### config.mk
export PLATFORM = sky130hd
export DESIGN_NAME = pdma_engine
export DESIGN_NICKNAME = d
export VERILOG_FILES = /design/src/rtl/pdma_pkg.sv /design/src/rtl/pdma_chan.sv /design/src/rtl/pdma_arb.sv /design/src/rtl/pdma_route.sv /design/src/rtl/pdma_engine.sv
export SDC_FILE = /design/constraint.sdc
export NUM_CORES = 1
export LEC_CHECK = 0
export BUFFER_PORTS_ARGS = -buffer_cell sky130_fd_sc_hd__clkbuf_2
export CAP_MARGIN = 30
export CORE_ASPECT_RATIO = 1.75
export CORE_UTILIZATION = 35
export DETAILED_ROUTE_END_ITERATION = 10
export PLACE_DENSITY_LB_ADDON = 0.25
export SLEW_MARGIN = 25
export SYNTH_ARGS = -nofsm -noshare
export SYNTH_HDL_FRONTEND = slang
export SYNTH_SLANG_ARGS = --single-unit
### constraint.sdc
create_clock -name clk -period 5 [get_ports clk]
set_input_delay 1 -clock clk [delete_from_list [all_inputs] [get_ports clk]]
set_output_delay 1 -clock clk [all_outputs]
set_load 0.01 [all_outputs]
### src/rtl/pdma_pkg.sv
package pdma_pkg;

   localparam int unsigned REG_AW = 4;

   typedef enum logic [REG_AW-1:0] {
      RA_ARM    = 4'd0,
      RA_FLAG   = 4'd1,
      RA_BANK   = 4'd2,
      RA_CFG    = 4'd3,
      RA_MODE   = 4'd4,
      RA_BASE_H = 4'd5,
      RA_BASE_L = 4'd6,
      RA_CNT_H  = 4'd7,
      RA_CNT_L  = 4'd8,
      RA_OFS_H  = 4'd9,
      RA_OFS_L  = 4'd10
   } reg_addr_e;

   // endpoint code of the first peripheral input port; the next codes follow in order
   localparam int unsigned EP_FIRST_IN = 5;
   // bit of the config register that enables the completion interrupt
   localparam int unsigned CFG_IE_BIT  = 7;
   localparam int unsigned CODE_W      = 4;

   function automatic logic [7:0] hi_byte(input logic [15:0] v);
      return v[15:8];
   endfunction

   function automatic logic [7:0] lo_byte(input logic [15:0] v);
      return v[7:0];
   endfunction

endpackage

### src/rtl/pdma_chan.sv
module pdma_chan
   import pdma_pkg::*;
#(
   parameter int unsigned AW = 16,
   parameter int unsigned DW = 8
) (
   input  logic              clk,
   input  logic              rst_n,
   input  logic              bank_we,
   input  logic [REG_AW-1:0] reg_addr,
   input  logic [DW-1:0]     reg_wdata,
   input  logic              step,
   output logic [DW-1:0]     bank_rdata,
   output logic [CODE_W-1:0] code,
   output logic              irq_en,
   output logic [AW-1:0]     addr,
   output logic              done
);

   localparam int unsigned HW = AW - 8;

   generate
      if (AW < 9 || AW > 16) begin : g_bad_aw
         $error("pdma_chan: AW must lie in 9..16");
      end
      if (DW != 8) begin : g_bad_dw
         $error("pdma_chan: register bytes must be 8 bits wide");
      end
   endgenerate

   logic [7:0]    cfg_q;
   logic          wrap_q;
   logic [AW-1:0] base_q, cnt_q, ofs_q;
   logic [AW-1:0] ofs_inc;
   logic          at_end;
   logic          ofs_sw;

   assign ofs_inc = ofs_q + AW'(1);
   assign at_end  = (ofs_inc == cnt_q);
   assign ofs_sw  = bank_we && (reg_addr == RA_OFS_H || reg_addr == RA_OFS_L);

   always_ff @(posedge clk or negedge rst_n) begin
      if (!rst_n) begin
         cfg_q  <= '0;
         wrap_q <= 1'b0;
         base_q <= '0;
         cnt_q  <= '0;
      end else if (bank_we) begin
         case (reg_addr)
            RA_CFG:    cfg_q            <= reg_wdata;
            RA_MODE:   wrap_q           <= reg_wdata[0];
            RA_BASE_H: base_q[AW-1:8]   <= reg_wdata[HW-1:0];
            RA_BASE_L: base_q[7:0]      <= reg_wdata;
            RA_CNT_H:  cnt_q[AW-1:8]    <= reg_wdata[HW-1:0];
            RA_CNT_L:  cnt_q[7:0]       <= reg_wdata;
            default:   ;
         endcase
      end
   end

   // software writes to the offset win over a hardware step in the same cycle
   always_ff @(posedge clk or negedge rst_n) begin
      if (!rst_n) begin
         ofs_q <= '0;
      end else if (ofs_sw) begin
         if (reg_addr == RA_OFS_H) ofs_q[AW-1:8] <= reg_wdata[HW-1:0];
         else                      ofs_q[7:0]    <= reg_wdata;
      end else if (step) begin
         ofs_q <= (at_end && wrap_q) ? '0 : ofs_inc;
      end
   end

   assign addr   = base_q + ofs_q;
   assign code   = cfg_q[CODE_W-1:0];
   assign irq_en = cfg_q[CFG_IE_BIT];
   assign done   = step && at_end && !wrap_q;

   logic [15:0] base_x, cnt_x, ofs_x;
   always_comb begin
      base_x = '0;
      cnt_x  = '0;
      ofs_x  = '0;
      base_x[AW-1:0] = base_q;
      cnt_x[AW-1:0]  = cnt_q;
      ofs_x[AW-1:0]  = ofs_q;
      case (reg_addr)
         RA_CFG:    bank_rdata = cfg_q;
         RA_MODE:   bank_rdata = {7'b0, wrap_q};
         RA_BASE_H: bank_rdata = hi_byte(base_x);
         RA_BASE_L: bank_rdata = lo_byte(base_x);
         RA_CNT_H:  bank_rdata = hi_byte(cnt_x);
         RA_CNT_L:  bank_rdata = lo_byte(cnt_x);
         RA_OFS_H:  bank_rdata = hi_byte(ofs_x);
         RA_OFS_L:  bank_rdata = lo_byte(ofs_x);
         default:   bank_rdata = '0;
      endcase
   end

   // a replay channel that uses its last byte restarts at offset zero
   a_r8_wrap_restart: assert property (@(posedge clk) disable iff (!rst_n)
      (step && wrap_q && at_end && !ofs_sw) |=> (ofs_q == '0));

   // a step without a software write advances the offset by exactly one or wraps
   a_r4_offset_step: assert property (@(posedge clk) disable iff (!rst_n)
      (step && !ofs_sw) |=> ((ofs_q == $past(ofs_q) + AW'(1)) || (ofs_q == '0)));

   // the offset holds steady when nothing touches it
   a_r3_offset_hold: assert property (@(posedge clk) disable iff (!rst_n)
      (!step && !ofs_sw) |=> $stable(ofs_q));

endmodule

### src/rtl/pdma_arb.sv
module pdma_arb #(
   parameter int unsigned N = 4
) (
   input  logic         clk,
   input  logic         rst_n,
   input  logic [N-1:0] req,
   output logic [N-1:0] gnt
);

   generate
      if (N < 1) begin : g_bad_n
         $error("pdma_arb: N must be at least 1");
      end
   endgenerate

   // lowest index wins
   always_comb begin
      gnt = '0;
      for (int i = N - 1; i >= 0; i--) begin
         if (req[i]) gnt = N'(1) << i;
      end
   end

   // one grant at most per cycle
   a_r12_one_grant: assert property (@(posedge clk) disable iff (!rst_n)
      $onehot0(gnt));

   // grants only go to requesters, and nobody waits while the arbiter is idle
   a_r12_grant_valid: assert property (@(posedge clk) disable iff (!rst_n)
      ((gnt & ~req) == '0) && ((req != '0) == (gnt != '0)));

   // no requester below the granted one
   a_r12_lowest_first: assert property (@(posedge clk) disable iff (!rst_n)
      ((gnt - N'(1)) & req & ~gnt) == '0);

endmodule

### src/rtl/pdma_route.sv
module pdma_route
   import pdma_pkg::*;
#(
   parameter int unsigned NCH = 4,
   parameter int unsigned NIN = 3,
   parameter int unsigned AW  = 16,
   parameter int unsigned DW  = 8
) (
   input  logic                  clk,
   input  logic                  rst_n,
   input  logic [NCH-1:0]        ch_arm,
   input  logic [NCH*CODE_W-1:0] ch_code,
   input  logic [NCH*AW-1:0]     ch_addr,
   input  logic                  mem_ready,
   input  logic [DW-1:0]         mem_rdata,
   input  logic [NIN-1:0]        pin_ready,
   input  logic                  pout_valid,
   input  logic [DW-1:0]         pout_data,
   output logic                  mem_req,
   output logic                  mem_we,
   output logic [AW-1:0]         mem_addr,
   output logic [DW-1:0]         mem_wdata,
   output logic [NIN-1:0]        pin_strobe,
   output logic [DW-1:0]         pin_data,
   output logic                  pout_take,
   output logic [NCH-1:0]        step
);

   localparam int unsigned OUT_CODE = EP_FIRST_IN + NIN;

   generate
      if (OUT_CODE >= (1 << CODE_W)) begin : g_bad_nin
         $error("pdma_route: endpoint codes do not fit the config field");
      end
   endgenerate

   logic [NIN-1:0] in_hit [NCH];
   logic [NCH-1:0] out_hit;
   logic [NCH-1:0] port_ok;
   logic [NCH-1:0] req, gnt;

   genvar c;
   generate
      for (c = 0; c < NCH; c++) begin : g_ch
         logic [CODE_W-1:0] cd;
         assign cd = ch_code[c*CODE_W +: CODE_W];
         always_comb begin
            in_hit[c] = '0;
            for (int k = 0; k < NIN; k++) begin
               if (cd == CODE_W'(EP_FIRST_IN + k)) in_hit[c][k] = 1'b1;
            end
         end
         assign out_hit[c] = (cd == CODE_W'(OUT_CODE));
         assign port_ok[c] = (|(in_hit[c] & pin_ready)) || (out_hit[c] && pout_valid);
         assign req[c]     = ch_arm[c] && port_ok[c] && mem_ready;
      end
   endgenerate

   pdma_arb #(.N(NCH)) u_arb (
      .clk   (clk),
      .rst_n (rst_n),
      .req   (req),
      .gnt   (gnt)
   );

   logic [NIN-1:0] sel_in;
   logic           sel_out;
   logic [AW-1:0]  sel_addr;

   always_comb begin
      sel_in   = '0;
      sel_out  = 1'b0;
      sel_addr = '0;
      for (int i = 0; i < NCH; i++) begin
         if (gnt[i]) begin
            sel_in   = in_hit[i];
            sel_out  = out_hit[i];
            sel_addr = ch_addr[i*AW +: AW];
         end
      end
   end

   assign step       = gnt;
   assign mem_req    = |gnt;
   assign mem_we     = sel_out;
   assign mem_addr   = sel_addr;
   assign mem_wdata  = pout_data;
   assign pin_strobe = sel_in;
   assign pin_data   = mem_rdata;
   assign pout_take  = sel_out;

   // a byte moves only while memory is ready
   a_r12_mem_gate: assert property (@(posedge clk) disable iff (!rst_n)
      mem_req |-> mem_ready);

   // exactly one port side is served per moved byte
   a_r5_one_port: assert property (@(posedge clk) disable iff (!rst_n)
      mem_req |-> ($countones({pin_strobe, pout_take}) == 1));

   // a strobe never lands on a port that is not ready
   a_r4_port_ready: assert property (@(posedge clk) disable iff (!rst_n)
      (pin_strobe & ~pin_ready) == '0);

   // the output port is popped only while it holds a byte
   a_r5_take_valid: assert property (@(posedge clk) disable iff (!rst_n)
      pout_take |-> (pout_valid && mem_we));

endmodule

### src/rtl/pdma_engine.sv
module pdma_engine
   import pdma_pkg::*;
#(
   parameter int unsigned NCH = 4,
   parameter int unsigned NIN = 3,
   parameter int unsigned AW  = 16,
   parameter int unsigned DW  = 8
) (
   input  logic              clk,
   input  logic              rst_n,
   input  logic              reg_we,
   input  logic [REG_AW-1:0] reg_addr,
   input  logic [DW-1:0]     reg_wdata,
   output logic [DW-1:0]     reg_rdata,
   output logic              mem_req,
   output logic              mem_we,
   output logic [AW-1:0]     mem_addr,
   output logic [DW-1:0]     mem_wdata,
   input  logic [DW-1:0]     mem_rdata,
   input  logic              mem_ready,
   input  logic [NIN-1:0]    pin_ready,
   output logic [NIN-1:0]    pin_strobe,
   output logic [DW-1:0]     pin_data,
   input  logic              pout_valid,
   input  logic [DW-1:0]     pout_data,
   output logic              pout_take,
   output logic              irq
);

   localparam int unsigned SELW = (NCH > 1) ? $clog2(NCH) : 1;

   generate
      if (NCH < 1 || NCH > DW) begin : g_bad_nch
         $error("pdma_engine: NCH must fit one register byte");
      end
      if (NIN < 1) begin : g_bad_nin
         $error("pdma_engine: at least one input port is required");
      end
   endgenerate

   logic [NCH-1:0]        arm_q, flag_q;
   logic [SELW-1:0]       bank_q;
   logic [NCH-1:0]        step, done, irq_en;
   logic [NCH*CODE_W-1:0] ch_code;
   logic [NCH*AW-1:0]     ch_addr;
   logic [DW-1:0]         bank_rd [NCH];
   logic                  we_arm, we_flag, we_bank;

   assign we_arm  = reg_we && (reg_addr == RA_ARM);
   assign we_flag = reg_we && (reg_addr == RA_FLAG);
   assign we_bank = reg_we && (reg_addr == RA_BANK);

   genvar c;
   generate
      for (c = 0; c < NCH; c++) begin : g_chan
         pdma_chan #(.AW(AW), .DW(DW)) u_chan (
            .clk        (clk),
            .rst_n      (rst_n),
            .bank_we    (reg_we && (bank_q == SELW'(c))),
            .reg_addr   (reg_addr),
            .reg_wdata  (reg_wdata),
            .step       (step[c]),
            .bank_rdata (bank_rd[c]),
            .code       (ch_code[c*CODE_W +: CODE_W]),
            .irq_en     (irq_en[c]),
            .addr       (ch_addr[c*AW +: AW]),
            .done       (done[c])
         );
      end
   endgenerate

   pdma_route #(.NCH(NCH), .NIN(NIN), .AW(AW), .DW(DW)) u_route (
      .clk        (clk),
      .rst_n      (rst_n),
      .ch_arm     (arm_q),
      .ch_code    (ch_code),
      .ch_addr    (ch_addr),
      .mem_ready  (mem_ready),
      .mem_rdata  (mem_rdata),
      .pin_ready  (pin_ready),
      .pout_valid (pout_valid),
      .pout_data  (pout_data),
      .mem_req    (mem_req),
      .mem_we     (mem_we),
      .mem_addr   (mem_addr),
      .mem_wdata  (mem_wdata),
      .pin_strobe (pin_strobe),
      .pin_data   (pin_data),
      .pout_take  (pout_take),
      .step       (step)
   );

   // shared arm register: software write wins, finished linear channels disarm
   always_ff @(posedge clk or negedge rst_n) begin
      if (!rst_n)      arm_q <= '0;
      else if (we_arm) arm_q <= reg_wdata[NCH-1:0];
      else             arm_q <= arm_q & ~done;
   end

   // shared flag register: zeros written clear, a new completion always sets
   always_ff @(posedge clk or negedge rst_n) begin
      if (!rst_n) flag_q <= '0;
      else        flag_q <= (we_flag ? (flag_q & reg_wdata[NCH-1:0]) : flag_q) | done;
   end

   always_ff @(posedge clk or negedge rst_n) begin
      if (!rst_n)       bank_q <= '0;
      else if (we_bank) bank_q <= reg_wdata[SELW-1:0];
   end

   assign irq = |(flag_q & irq_en);

   always_comb begin
      reg_rdata = '0;
      case (reg_addr)
         RA_ARM:  reg_rdata[NCH-1:0]  = arm_q;
         RA_FLAG: reg_rdata[NCH-1:0]  = flag_q;
         RA_BANK: reg_rdata[SELW-1:0] = bank_q;
         default: begin
            for (int i = 0; i < NCH; i++) begin
               if (bank_q == SELW'(i)) reg_rdata = bank_rd[i];
            end
         end
      endcase
   end

   // a completing channel is disarmed and flagged on the next cycle
   a_r7_done_disarms: assert property (@(posedge clk) disable iff (!rst_n)
      ((done != '0) && !we_arm) |=> ((arm_q & $past(done)) == '0));

   a_r7_done_flags: assert property (@(posedge clk) disable iff (!rst_n)
      (done != '0) |=> ((flag_q & $past(done)) == $past(done)));

   // clearing the arm register stops all traffic on the next cycle
   a_r11_halt: assert property (@(posedge clk) disable iff (!rst_n)
      (we_arm && (reg_wdata[NCH-1:0] == '0)) |=> !mem_req);

   // only armed channels move bytes
   a_r12_armed_only: assert property (@(posedge clk) disable iff (!rst_n)
      (step & ~arm_q) == '0);

   // the interrupt line needs a set flag
   a_r9_irq_flag: assert property (@(posedge clk) disable iff (!rst_n)
      irq |-> (flag_q != '0));

   // without a completion, a flag never rises
   a_r10_no_spurious_flag: assert property (@(posedge clk) disable iff (!rst_n)
      (done == '0) |=> ((flag_q & ~$past(flag_q)) == '0));

endmodule

==> metrics list, run 1 <==
- Dividing the detail-routed via count by the number of cells gives 6.37.
- Hold Vio Cnt, Final: 0
- Count of hold buffers inserted by post-cts repair: 0
- Number of antenna violations at the first check in global routing: 0
- Detailed placement finished with a half-perimeter wire length of 57100 µm.
- STA puts the critical path data arrival time at 4.00 ns.
- Time the final worst path needs with I/O delays and setup: 5.00 ns
* TritonCTS Buffers: 26
* Number of port buffers: 50
* Root Buffer Master: clkbuf_16
- Largest net degree at the start of global routing: 94
* Fill count: 5063
- Of the post-synthesis cell area, the dominant cell type holds 0.331.
* Synth top cells by count: dfrtp_1, mux2_2, nand2_1
* Mapped Cells: 2002
- Following the worst setup path forward leads to its endpoint at mem_addr[13].
- Cell type with the highest aggregate area in the netlist: dfrtp_1
- FP Rows: 109
- Floorplan core area: 0.0506 mm²
- After detailed routing, the average wire length per cell comes to 28.7 µm.
- The total overflow left after global routing is 0.
- Counting buffers and inverters, the worst setup path is 10 cells deep.
* Met1 Use GR: 0.322
* Endpoint required time on the critical path: 4.00 ns
- Predominant post-synthesis flop cell: dfrtp_1
- Clock skew on the completed layout was measured at 0.0147 ns.
- Total of max-cap violations: 0
- For this run, the number of Yosys warnings is 0.
* Avg Inst Size Synth: 8.97 µm²
* Final ANT Viol Nets: 0
* CP Max Fanout: 6
- Slew at the pin closest to its max-slew limit: 1.12 ns
* Critical path, cell by cell: ha_1 -> a21oi_1 -> o21bai_1 -> or4b_2 -> a311o_1 -> a31oi_1 -> xor2_1 -> o22ai_1 -> a221o_1 -> clkbuf_2
- Startpoint of the most critical register-to-register path: g_chan[2].u_chan.ofs_q[3]
- Buffers and inverters on the worst path: 1
- Busiest layer in global routing: met2
- When the netlist entered floorplanning its net count stood at 2106.
- The via count of the first global-routing pass is 16900.
* Power Density: 480 mW/mm²
- The most critical setup path has its startpoint at g_chan[3].u_chan.ofs_q[1].
- The clock drives 238 sinks.
* EDFF count, synth: 0
* Post-synthesis async set-or-reset flop share: 1.00
- Detailed router's first-iteration violation count: 1457
- Most frequent cell after synthesis: dfrtp_1
- For this run, the total global-route usage over all layers was measured as 0.294.
- Total number of vias: 17100
- Achievable frequency: 200 MHz
- In this run the register-to-register setup slack is 1.30 ns.
- The congestion estimate from routability-driven global placement came to 1.03.
- Clock slew at reported path FFs: 0.06 ns
* Num ports: 83
* Setup slack after placement: 0.375 ns
- Worst slew margin relative to its limit: 0.256
* Critical R2R Capture: g_chan[2].u_chan.ofs_q[1]
- Across the VDD grid, the largest voltage drop is 0.000269 V.
- STA classifies the critical path startpoint as a flop.
- Met2 Resource Use GR: 0.510
- Combined area of all synthesized cells: 0.0180 mm²
* Die area: 0.0523 mm²
* Worst path slowest cell: or4b_2
- Wire length of the first global-routing pass: 114000 µm
- CTS tree: yes
- CP Capture Type: output port
- Netlist cell types: 88
* Post-synthesis sequential area ratio: 0.331
* Die X-Extent: 173 µm
* Slew Limit Fails: 0
- For this run, the slowest stage of the critical path takes 0.67 ns.
- The die is 302 µm tall.
* Layout Area Growth over Synthesis: 11.2%
- Worst-skew pair later-pin latency: 0.57 ns
- CTS built an H-tree with a depth of 1.
* Maximum count of clock buffers along a single path: 3
- Total wire length: 77100 µm
* Starting Density: 0.355
* First drt pass iteration count: 7
- Ratio of cells with drive above 1 in the final layout: 0.184
* DRC errors left: 0
- Worst r2r path cells: 10
- Setup ws final: 0.000334 ns
* Post-layout total power: 9.60 mW
- The net count of the finished layout is 2105.
* Delay-heaviest family, CP: compound AO/OA/AOI/OAI gates
- Kind of critical path: reg2out
- Worst hold path type: in2async
* Largest cells by area after synthesis: dfrtp_1, mux2_2, ha_1, xnor2_1, nand2_1
- Setup total negative slack on the finished layout was measured at 0 ns.
* Outcome: finished, final reports clean
- After synthesis the netlist holds a flip-flop and latch count of 238.
* RSZ-0062 raised after global routing: false
- Setup violations remaining at the end of the flow were counted as 0.
- Met3 track utilization from global routing: 0.0357
- Of the available clock period, the critical path in the final layout requires 1.00.
- Leakage: 8.19 nW
==> layer usage <==
layer	up-vias	routed length, µm
li1	7547	-
met1	8431	27400
met2	831	37300
met5	-	0
met3	312	4520
met4	0	7810
==> state kept, by name, summed over array words and instances, names as in the netlist <==
signal / cells
arm_q: 4
bank_q: 2
flag_q: 4
g_chan.u_chan.base_q: 64
g_chan.u_chan.cfg_q: 32
g_chan.u_chan.cnt_q: 64
g_chan.u_chan.ofs_q: 64
g_chan.u_chan.wrap_q: 4
==> through the flow <==
| stage | std cells | cell area (µm²) | hold slack, ns | util |
|---|---|---|---|---|
| detailed placement | 2633 | 19000 | 0.497 | 0.375 |
| global placement | 2632 | 18900 | 0.491 | 0.374 |
| CTS | 2679 | 19900 | 0.416 | 0.393 |
| finish | 2686 | 20000 | 0.392 | 0.395 |
| floorplan | 2002 | 18000 | 0.479 | - |
| global route | 2684 | 20000 | 0.437 | 0.395 |
==> worst min-delay path by stage <==
stage / start / slack, ns / to
5_1_grt: rst_n / 0.44 / g_chan[2].u_chan.ofs_q[15]
3_5_place_dp: g_chan[3].u_chan.cfg_q[5] / 0.50 / g_chan[3].u_chan.cfg_q[5]
6_report: rst_n / 0.39 / g_chan[2].u_chan.ofs_q[15]
2_1_floorplan: g_chan[0].u_chan.cfg_q[5] / 0.48 / g_chan[0].u_chan.cfg_q[5]
4_1_cts: rst_n / 0.42 / g_chan[2].u_chan.ofs_q[3]
3_3_place_gp: g_chan[3].u_chan.cfg_q[5] / 0.49 / g_chan[3].u_chan.cfg_q[5]
==> final cells by class <==
| type | instances | area (µm²) | area share |
|---|---|---|---|
| antenna | 2 | 5.00 | 0.000251 |
| clock buffer | 33 | 738 | 0.0370 |
| clock inverter | 12 | 160 | 0.00802 |
| inverter | 55 | 206 | 0.0103 |
| multi-input combinational | 1561 | 11200 | 0.561 |
| sequential | 238 | 5960 | 0.298 |
| tap | 666 | 833 | 0.0417 |
| timing repair buffer | 119 | 868 | 0.0435 |
==> cell usage in the layout (no fill, tap or decap), drive strengths merged, types with 9 or more instances in the layout <==
cell	instances
ha	64
nor4	27
o21a	13
inv	55
nor2	134
nand3	79
clkbuf	83
o211ai	20
and4	11
buf	69
a31oi	33
a222oi	9
or3	13
o21ai	96
nand2b	23
a22o	31
nand4	34
o2111ai	12
mux2	165
and2	25
mux2i	9
xor2	41
a221oi	36
a21oi	96
o31ai	19
a22oi	57
nor3	38
dfrtp	238
a21o	13
o22ai	41
and3	19
nor2b	25
nand2	161
xnor2	89
==> kinds of logic after synthesis <==
family,Yosys count,synth area share
compound gates,563,0.219
mux,174,0.108
simple gates,624,0.178
xor+xnor,130,0.0634
fa+ha+maj,70,0.0501
flops,238,0.331
buf+inv,203,0.0498
==> report_power, final <==
group,leakage (nW),internal [mW],switching (mW)
clock,0.452,1.24,0.891
sequential,2.97,2.29,0.671
combinational,4.77,1.73,2.77
==> timing repair <==
item | 4_1_cts | 5_1_grt
resized for setup | 6 | 7
pin swaps | 3 | 1
setup buffers | 1 | 0
setup endpoints to repair | 2 | 8
(Power assumes the default switching activity.)
==> run 2, diff against run 1 <==
--- a/config.mk
+++ b/config.mk
@@ -9,6 +9,7 @@
 export CAP_MARGIN = 30
 export CORE_ASPECT_RATIO = 1.75
 export CORE_UTILIZATION = 35
+export CTS_BUF_LIST = sky130_fd_sc_hd__clkbuf_16
 export DETAILED_ROUTE_END_ITERATION = 10
 export PLACE_DENSITY_LB_ADDON = 0.25
 export SLEW_MARGIN = 25
==> metrics list, run 2 (synthesis gave the netlist of run 1 again) <==
- Outcome: finished, final reports clean
- Total global routing overflow: 0 (unchanged)
- The maximum number of pins on one net before global-route repair came to 94 (unchanged).
* Endpoint required time on the critical path: 4.00 ns (about the same)
- Final setup violation count: 0 (unchanged)
* Sort of element at the start of the critical path: flop
- Setup repair after global routing left no endpoint under its margin.
- CTS placed an instance of clkbuf_16 at the clock tree root.
* Leakage: 8.18 nW (-0.20%)
- The critical path is of the reg2out type.
- Following the worst setup path forward leads to its endpoint at mem_addr[13].
* # H-tree levels: 1 (unchanged)
- Number of port buffers: 50 (unchanged)
- The wire length of the first global-routing pass came to 114000 µm (about the same).
* Routability-driven placement congestion ratio: 1.03 (unchanged)
* Leading cell types in the layout, fill and taps excluded: dfrtp_1, mux2_2, nand2_1
* Floorplan core area: 0.0506 mm² (unchanged)
* Achievable frequency: 201 MHz (+0.37%)
* Peak VDD IR: 0.000266 V (-1.2%)
- Die area: 0.0523 mm² (unchanged)
* GR Util All Layers: 0.295 (about the same)
- HPWL reported at the end of detailed placement: 57100 µm (unchanged)
- Most common library cell in the layout ignoring fill and taps: dfrtp_1
* Worst r2r path cells: 9 (-1)
- The width of the die is 173 µm (unchanged).
- The cts-stage hold buffer count is 0 (unchanged).
- Clock skew after layout: 0.0118 ns (-0.00293 ns)
- The clock insertion delay at the later pin of the skew report came to 0.57 ns (about the same).
- The worst setup path is captured at an output port.
* Net count, final: 2105 (unchanged)
- Detailed router's first-iteration violation count: 1612 (+11%)
- The transition time at the pin with the least slew margin came to 1.08 ns (-0.0400 ns).
* Final worst path period share: 0.996 (-0.00365)
- Ratio of cells with drive above 1 in the final layout: 0.182 (-0.00149)
* Worst slew margin relative to its limit: 0.283 (+0.0266)
* Total wire length: 77200 µm (+0.15%)
- TritonCTS built the clock tree.
* Share of the core filled with cells: 0.394 (-0.000816)
- The via count of the first global-routing pass was 16900 (-0.041%).
* Number of antenna violations at the first check in global routing: 0 (unchanged)
- The minimum period implied by the final worst setup slack was 4.98 ns (-0.0182 ns).
- Worst setup slack for register-to-register paths: 1.37 ns (+0.07 ns)
- Layout Area Growth over Synthesis: 11.0%
- Regs by FF count: g_chan.u_chan.base_q: 64 flops, g_chan.u_chan.cnt_q: 64 flops, g_chan.u_chan.ofs_q: 64 flops
- The final max-slew violation count came to 0 (unchanged).
- The final antenna-violating net count was 0 (unchanged).
* FP Rows: 109 (unchanged)
- The clock net sink count came to 238 (unchanged).
- Total number of vias: 17100 (-0.29%)
- First drt pass iteration count: 6 (-1)
* Total of max-cap violations: 0 (unchanged)
* Starting Density: 0.355 (unchanged)
- The maximum fanout encountered on the critical timing path came to 6 (unchanged).
- Maximum count of clock buffers along a single path: 3 (unchanged)
- Detail-routed net length per standard cell: 28.7 µm (+0.18%)
- Vias per std cell: 6.36 (-0.25%)
- Power Density: 477 mW/mm² (-0.66%)
- Crit path DAT: 3.98 ns (-0.02 ns)
* DRC errors left: 0 (unchanged)
- Post-route setup TNS: 0 ns (unchanged)
- The height of the die is 302 µm (unchanged).
* Clock slew at reported path FFs: 0.06 ns (about the same)
- CP Launch Point: g_chan[3].u_chan.ofs_q[1]
- Hold Vio Cnt, Final: 0 (unchanged)
- Hold slack final: 0.391 ns (-0.000570 ns)
* Worst hold path type: in2async
* Startpoint of the most critical register-to-register path: g_chan[2].u_chan.ofs_q[8]
- Critical R2R Capture: g_chan[2].u_chan.ofs_q[12]
- The count of boundary I/O pins is 83 (unchanged).
- TritonCTS Buffers: 26 (unchanged)
-- run 2: power by group --
group          switching, mW  total [mW]  internal [mW]
Sequential             0.672        2.96           2.29
Combinational           2.76        4.49           1.73
Clock                  0.888        2.06           1.18
-- run 2: area by class of cell --
class                           instances  area [µm²]
Multi-Input combinational cell       1561       11200
Fill cell                            5074       30700
Timing Repair Buffer                  119         868
Inverter                               55         206
Sequential cell                       238        5960
Tap cell                              666         833
Antenna cell                            1        2.50
Clock inverter                         18         183
Clock buffer                           27         676
-- run 2: worst max-delay path, cell delays in order, from the launching register on --
cell      delay (ns)
dfrtp_2         0.47
ha_1            0.31
a21oi_1         0.22
o21bai_1        0.11
or4b_2          0.67
a311o_1         0.37
a31oi_1         0.22
xor2_1          0.30
o22ai_1         0.15
a221o_1         0.41
clkbuf_2        0.18
-- run 2: repair_timing --
| item | in CTS | in global routing |
|---|---|---|
| endpoints found under the setup margin | 2 | 8 |
| pin swaps | 3 | 1 |
| buffers inserted | 1 | 0 |
| gates resized for setup | 6 | 8 |
-- run 2: how the worst min path moves through the flow --
stage / from / to / depth (start not counted)
5_1_grt: rst_n / g_chan[2].u_chan.base_q[9] / 1
3_5_place_dp: g_chan[3].u_chan.cfg_q[5] / g_chan[3].u_chan.cfg_q[5] / 1
3_3_place_gp: g_chan[3].u_chan.cfg_q[5] / g_chan[3].u_chan.cfg_q[5] / 1
4_1_cts: rst_n / g_chan[2].u_chan.ofs_q[3] / 1
6_report: rst_n / g_chan[2].u_chan.ofs_q[15] / 1
2_1_floorplan: g_chan[0].u_chan.cfg_q[5] / g_chan[0].u_chan.cfg_q[5] / 1
-- run 2: per-stage QoR --
step | instances | setup slack (ns) | instance area [µm²] | power (mW)
after floorplan | 2002 | 1.08 | 18000 | 5.61
after global placement | 2632 | 0.326 | 18900 | 7.16
after detailed placement | 2633 | 0.375 | 19000 | 7.21
after CTS | 2679 | 0.0293 | 19800 | 9.32
after global routing | 2684 | 0.00526 | 19900 | 9.94
final | 2685 | 0.0186 | 19900 | 9.51
-- run 2: routing by layer --
metal / track usage / up-vias / share of wire
met1: 0.322 / 8470 / 0.36
li1: - / 7526 / -
met2: 0.513 / 769 / 0.49
met5: 0 / - / 0
met3: 0.0353 / 307 / 0.056
met4: 0.242 / 0 / 0.098
